===== src/rtl/irqovr_pkg.sv =====
package irqovr_pkg;
    localparam int unsigned ADDR_W  = 8;
    localparam int unsigned DATA_W  = 32;
    localparam int unsigned HALF_W  = DATA_W / 2;
    localparam logic [ADDR_W-1:0] SEL_OFS = 8'h1A;
    localparam logic [ADDR_W-1:0] LVL_OFS = 8'h1C;

    typedef enum logic [1:0] {
        ACC_NONE   = 2'd0,
        ACC_SELECT = 2'd1,
        ACC_LEVEL  = 2'd2
    } acc_kind_e;

    function automatic acc_kind_e decode_ofs(input logic [ADDR_W-1:0] ofs);
        if (ofs == SEL_OFS)      return ACC_SELECT;
        else if (ofs == LVL_OFS) return ACC_LEVEL;
        else                     return ACC_NONE;
    endfunction
endpackage


===== src/rtl/irqovr_sync.sv =====
module irqovr_sync #(
    parameter int unsigned WIDTH  = 16,
    parameter int unsigned STAGES = 2
) (
    input  logic             clk,
    input  logic             rst_n,
    input  logic [WIDTH-1:0] d_in,
    output logic [WIDTH-1:0] d_out
);
    logic [WIDTH-1:0] stage_q [STAGES];

    always_ff @(posedge clk) begin
        if (!rst_n) stage_q[0] <= '0;
        else        stage_q[0] <= d_in;
    end

    for (genvar s = 1; s < STAGES; s++) begin : g_stage
        always_ff @(posedge clk) begin
            if (!rst_n) stage_q[s] <= '0;
            else        stage_q[s] <= stage_q[s-1];
        end
    end

    assign d_out = stage_q[STAGES-1];
endmodule


===== src/rtl/irqovr_regs.sv =====
module irqovr_regs
    import irqovr_pkg::*;
#(
    parameter int unsigned N_IRQ = 16
) (
    input  logic              clk,
    input  logic              rst_n,
    input  logic              wr,
    input  logic              rd,
    input  logic [ADDR_W-1:0] addr,
    input  logic [DATA_W-1:0] wdata,
    output logic [DATA_W-1:0] rdata,
    output logic [N_IRQ-1:0]  sel_q,
    output logic [N_IRQ-1:0]  lvl_q
);
    acc_kind_e        kind;
    logic [N_IRQ-1:0] mask;
    logic [N_IRQ-1:0] vals;
    logic [DATA_W-1:0] rd_word;

    assign kind = decode_ofs(addr);
    assign mask = wdata[HALF_W +: N_IRQ];
    assign vals = wdata[N_IRQ-1:0];

    always_ff @(posedge clk) begin
        if (!rst_n) begin
            sel_q <= '0;
        end else if (wr && kind == ACC_SELECT) begin
            sel_q <= vals;
        end
    end

    for (genvar n = 0; n < N_IRQ; n++) begin : g_lvl
        always_ff @(posedge clk) begin
            if (!rst_n) begin
                lvl_q[n] <= 1'b0;
            end else if (wr && kind == ACC_LEVEL && mask[n]) begin
                lvl_q[n] <= vals[n];
            end
        end
    end

    always_comb begin
        rd_word = '0;
        unique case (kind)
            ACC_SELECT: rd_word[N_IRQ-1:0] = sel_q;
            ACC_LEVEL:  rd_word[N_IRQ-1:0] = lvl_q;
            default:    rd_word = '0;
        endcase
    end

    always_ff @(posedge clk) begin
        if (!rst_n)  rdata <= '0;
        else if (rd) rdata <= rd_word;
    end

    AST_SEL_HOLD: assert property (@(posedge clk) disable iff (!rst_n)
        !(wr && addr == SEL_OFS) |=> $stable(sel_q));
    AST_LVL_HOLD: assert property (@(posedge clk) disable iff (!rst_n)
        !(wr && addr == LVL_OFS) |=> $stable(lvl_q));
    AST_MASK_KEEP: assert property (@(posedge clk) disable iff (!rst_n)
        (wr && addr == LVL_OFS) |=>
        ((lvl_q & ~$past(wdata[HALF_W +: N_IRQ])) ==
         ($past(lvl_q) & ~$past(wdata[HALF_W +: N_IRQ]))));
    AST_RD_UPPER_ZERO: assert property (@(posedge clk) disable iff (!rst_n)
        rd |=> (rdata[DATA_W-1:N_IRQ] == '0));
    AST_RD_HOLD: assert property (@(posedge clk) disable iff (!rst_n)
        !rd |=> $stable(rdata));
endmodule


===== src/rtl/irqovr_select.sv =====
module irqovr_select #(
    parameter int unsigned N_IRQ = 16
) (
    input  logic [N_IRQ-1:0] hw_sync,
    input  logic [N_IRQ-1:0] sw_lvl,
    input  logic [N_IRQ-1:0] sel,
    output logic [N_IRQ-1:0] irq_o
);
    for (genvar n = 0; n < N_IRQ; n++) begin : g_mux
        always_comb begin
            unique case (sel[n])
                1'b1:    irq_o[n] = sw_lvl[n];
                default: irq_o[n] = hw_sync[n];
            endcase
        end
    end
endmodule


===== src/rtl/sw_irq_override.sv =====
module sw_irq_override
    import irqovr_pkg::*;
#(
    parameter int unsigned N_IRQ     = 16,
    parameter int unsigned SYNC_STGS = 2
) (
    input  logic              clk,
    input  logic              rst_n,
    input  logic              reg_wr,
    input  logic              reg_rd,
    input  logic [ADDR_W-1:0] reg_addr,
    input  logic [DATA_W-1:0] reg_wdata,
    output logic [DATA_W-1:0] reg_rdata,
    input  logic [N_IRQ-1:0]  irq_ext,
    output logic [N_IRQ-1:0]  irq_out
);
    logic [N_IRQ-1:0] hw_sync;
    logic [N_IRQ-1:0] sel_q;
    logic [N_IRQ-1:0] lvl_q;
    logic [1:0]       warm_q;

    irqovr_sync #(.WIDTH(N_IRQ), .STAGES(SYNC_STGS)) i_sync (
        .clk   (clk),
        .rst_n (rst_n),
        .d_in  (irq_ext),
        .d_out (hw_sync)
    );

    irqovr_regs #(.N_IRQ(N_IRQ)) i_regs (
        .clk   (clk),
        .rst_n (rst_n),
        .wr    (reg_wr),
        .rd    (reg_rd),
        .addr  (reg_addr),
        .wdata (reg_wdata),
        .rdata (reg_rdata),
        .sel_q (sel_q),
        .lvl_q (lvl_q)
    );

    irqovr_select #(.N_IRQ(N_IRQ)) i_select (
        .hw_sync (hw_sync),
        .sw_lvl  (lvl_q),
        .sel     (sel_q),
        .irq_o   (irq_out)
    );

    always_ff @(posedge clk) begin
        if (!rst_n)            warm_q <= '0;
        else if (warm_q != 2'd2) warm_q <= warm_q + 2'd1;
    end

    AST_HW_FOLLOW: assert property (@(posedge clk) disable iff (!rst_n)
        (warm_q == 2'd2 && SYNC_STGS == 2) |->
        (((irq_out ^ $past(irq_ext, 2)) & ~sel_q) == '0));
    AST_SW_OWNS: assert property (@(posedge clk) disable iff (!rst_n)
        (((irq_out ^ lvl_q) & sel_q) == '0));
endmodule


===== config.mk =====
export PLATFORM = sky130hd
export DESIGN_NAME = sw_irq_override
export DESIGN_NICKNAME = d
export VERILOG_FILES = /design/src/rtl/irqovr_pkg.sv /design/src/rtl/irqovr_sync.sv /design/src/rtl/irqovr_regs.sv /design/src/rtl/irqovr_select.sv /design/src/rtl/sw_irq_override.sv
export SDC_FILE = /design/constraint.sdc
export NUM_CORES = 1
export LEC_CHECK = 0
export BUFFER_PORTS_ARGS = -buffer_cell sky130_fd_sc_hd__clkbuf_2
export CORE_ASPECT_RATIO = 0.75
export CORE_MARGIN = 2
export CORE_UTILIZATION = 50
export CTS_CLUSTER_DIAMETER = 120
export CTS_CLUSTER_SIZE = 28
export DETAILED_ROUTE_END_ITERATION = 7
export PLACE_DENSITY = 0.76
export REMOVE_ABC_BUFFERS = 1
export SYNTH_ARGS = -nofsm -noshare
export SYNTH_HDL_FRONTEND = slang
export SYNTH_SLANG_ARGS = --single-unit

===== constraint.sdc =====
create_clock -name clk -period 3.2 [get_ports clk]
set_input_delay 0.96 -clock clk [delete_from_list [all_inputs] [get_ports clk]]
set_output_delay 0.96 -clock clk [all_outputs]
set_load 0.1 [all_outputs]

==> results.json <==
{
  "status": "finished clean",
  "path_max_fanout": 3,
  "clock.fmax_mhz": 412,
  "timing.final.ws_setup_ns": 0.772,
  "drive_above_1_share_pct": 30.8,
  "ant_nets": 0,
  "pre_cts_ws_ns": 0.441,
  "clockBufferDepth": 2,
  "place_area_mm2": 0.00379,
  "critical_path_class": "reg2out",
  "hp-class": "reg2reg",
  "grt_pass1_vias": 2560,
  "fin_skew_ns": 0.00568,
  "hold_viol_final": 0,
  "clk_pin_slew_worst_paths_ns": 0.08,
  "power_density_mw_per_mm2": 503,
  "area_growth_pct": 18.1,
  "cts_setup_buffers": 0,
  "hold_buffers": 0,
  "cp-end-kind": "output port",
  "wirelength_mm": 7.42,
  "dieArea_mm2": 0.00742,
  "rsz0062_at_grt": "false",
  "crit_start": "i_regs.sel_q[3]",
  "required_ns": 2.24,
  "grt_usage_pct": 21.2,
  "yosysSeqAreaShare_pct": 47.5,
  "ys_ff_latch": 80,
  "grt_overflow": 0,
  "final_core_util_pct": 62.0,
  "cts_tree": "yes",
  "start_util_pct": 52.5,
  "firstDrtPassIters": 5,
  "insertion_delay_ns": 0.35,
  "vias_per_cell": 5.17,
  "drtIter0Drc": 108,
  "start_kind": "flop",
  "gp_congestion": 0.722,
  "r2r-start": "i_regs.lvl_q[5]",
  "worst_ep_arrival_time_ns": 1.47,
  "syn_avg_cell_area_um2": 9.82,
  "setup_viol": 0,
  "fin_setup_tns_ns": 0,
  "antenna_cells_inserted": 0,
  "p_leak_uw": 0.00182,
  "fin_area_mm2": 0.00398,
  "synth_area_leaders": "dfxtp_1 (48%), mux2i_1 (9.5%), nand2_1 (7.1%)",
  "dp_hpwl_mm": 5.18,
  "cts_resized": 0,
  "synth.top_cell.area_share_pct": 47.5,
  "core_mm2": 0.00641,
  "die_w_um": 98.8,
  "io_pins": 108,
  "synth_area_mm2": 0.00337,
  "slew_headroom_pct": 52.4,
  "cts_buffers": 9,
  "yosysUniqueCellTypes": 19,
  "yosysWarnings": 0,
  "row_count": 25,
  "synth_top_area_cell": "dfxtp_1",
  "min-delay-start": "i_sync.stage_q[0][4]",
  "finalCriticalPeriod_ns": 2.43,
  "vias": 2633,
  "finalMaxSlewViolations": 0,
  "cts_max_level": 3,
  "grt_max_degree": 44,
  "post_drt_wl_per_cell_um": 14.6,
  "finalNetCount": 484,
  "cts-root-buf": "clkbuf_8",
  "holdWs_ns": 0.429,
  "grt_pass1_wl_mm": 12.1,
  "worstMarginPinSlew_ns": 0.714,
  "synth_cells": 343,
  "io_buffers": 91,
  "antenna_found_initial": 0,
  "cts.sinks": 80,
  "drc": 0,
  "die_h_um": 75.1,
  "maxCapViolations": 0,
  "peakVddDrop_mv": 0.338,
  "finalCritPeriodShare_pct": 75.9
}
==> flip-flops by register name (all words and copies together), names as in the netlist <==
signal and cells:
i_regs.lvl_q 16, i_regs.rdata 16, i_regs.sel_q 16, i_sync.stage_q 32
==> per-stage QoR <==
stage	power (µW)	cells
after floorplan	1230	313
after global placement	1310	494
after detailed placement	1310	494
after CTS	2020	509
after global routing	2080	509
final	2000	509
==> report_power, final <==
| group | total, µW | switching [µW] | internal (µW) | leakage [µW] |
|---|---|---|---|---|
| sequential | 1020 | 3.88 | 1010 | 0.000651 |
| clock | 713 | 339 | 374 | 0.0000989 |
| combinational | 272 | 213 | 58.4 | 0.00107 |
==> critical path, stage by stage (launching register included) <==
cell and delay [ns]:
dfxtp_1 0.40, mux2_2 0.35, clkbuf_2 0.37
==> routing by layer <==
layer | global-route usage, % | vias to the layer above | share of wire [%]
met5 | 0 | - | 0
met4 | 6.54 | 0 | 1.0
met3 | 7.24 | 9 | 8.0
met2 | 34.6 | 93 | 47
met1 | 26.9 | 1227 | 44
li1 | - | 1304 | -
==> synth_stat cells (all sizes together) <==
| cell type | instances |
|---|---|
| inv | 1 |
| mux2i | 32 |
| buf | 19 |
| nor2 | 1 |
| nor2b | 18 |
| or4b | 2 |
| a22o | 16 |
| nand2b | 2 |
| nand2 | 64 |
| a32o | 16 |
| mux2 | 16 |
| nor4 | 16 |
| conb | 1 |
| clkbuf | 26 |
| dfxtp | 80 |
| and2 | 33 |
==> final timing paths <==
path,cells past startpoint,to,slack (ns)
min reg2reg,1,i_sync.stage_q[1][4],0.43
max reg2reg,2,i_regs.rdata[5],2.30
min,1,i_sync.stage_q[1][4],0.43
max,2,irq_out[3],0.77
==> layout by cell type, fill, tap and decap left out, drive strengths merged, types with 18 or more instances in the layout <==
cell | netlist | final
nor2b | 18 | 18
nand2 | 64 | 64
dfxtp | 80 | 80
mux2i | 32 | 32
and2 | 33 | 33
clkbuf | 26 | 102
==> logic make-up (layout without fill, tap and decap cells) <==
logic type	count (synthesis)	after routing	share of synthesized area, %
DFF	80	80	47.5
AOI/OAI and AO/OA	32	32	8.91
buffers and inverters	46	116	7.84
muxes	48	48	14.9
other	1	16	0.111
and+or+nand+nor	136	136	20.8
==> cell type report <==
| cell class | instances | area (µm²) |
|---|---|---|
| clock inverters | 4 | 45.0 |
| multi-input cells | 232 | 1560 |
| fillers | 540 | 2430 |
| flip-flops and latches | 80 | 1600 |
| well taps | 81 | 101 |
| inverters | 1 | 3.75 |
| repair buffers | 100 | 523 |
| clock buffers | 11 | 141 |
Note: power is estimated with default switching activity, not from simulation.
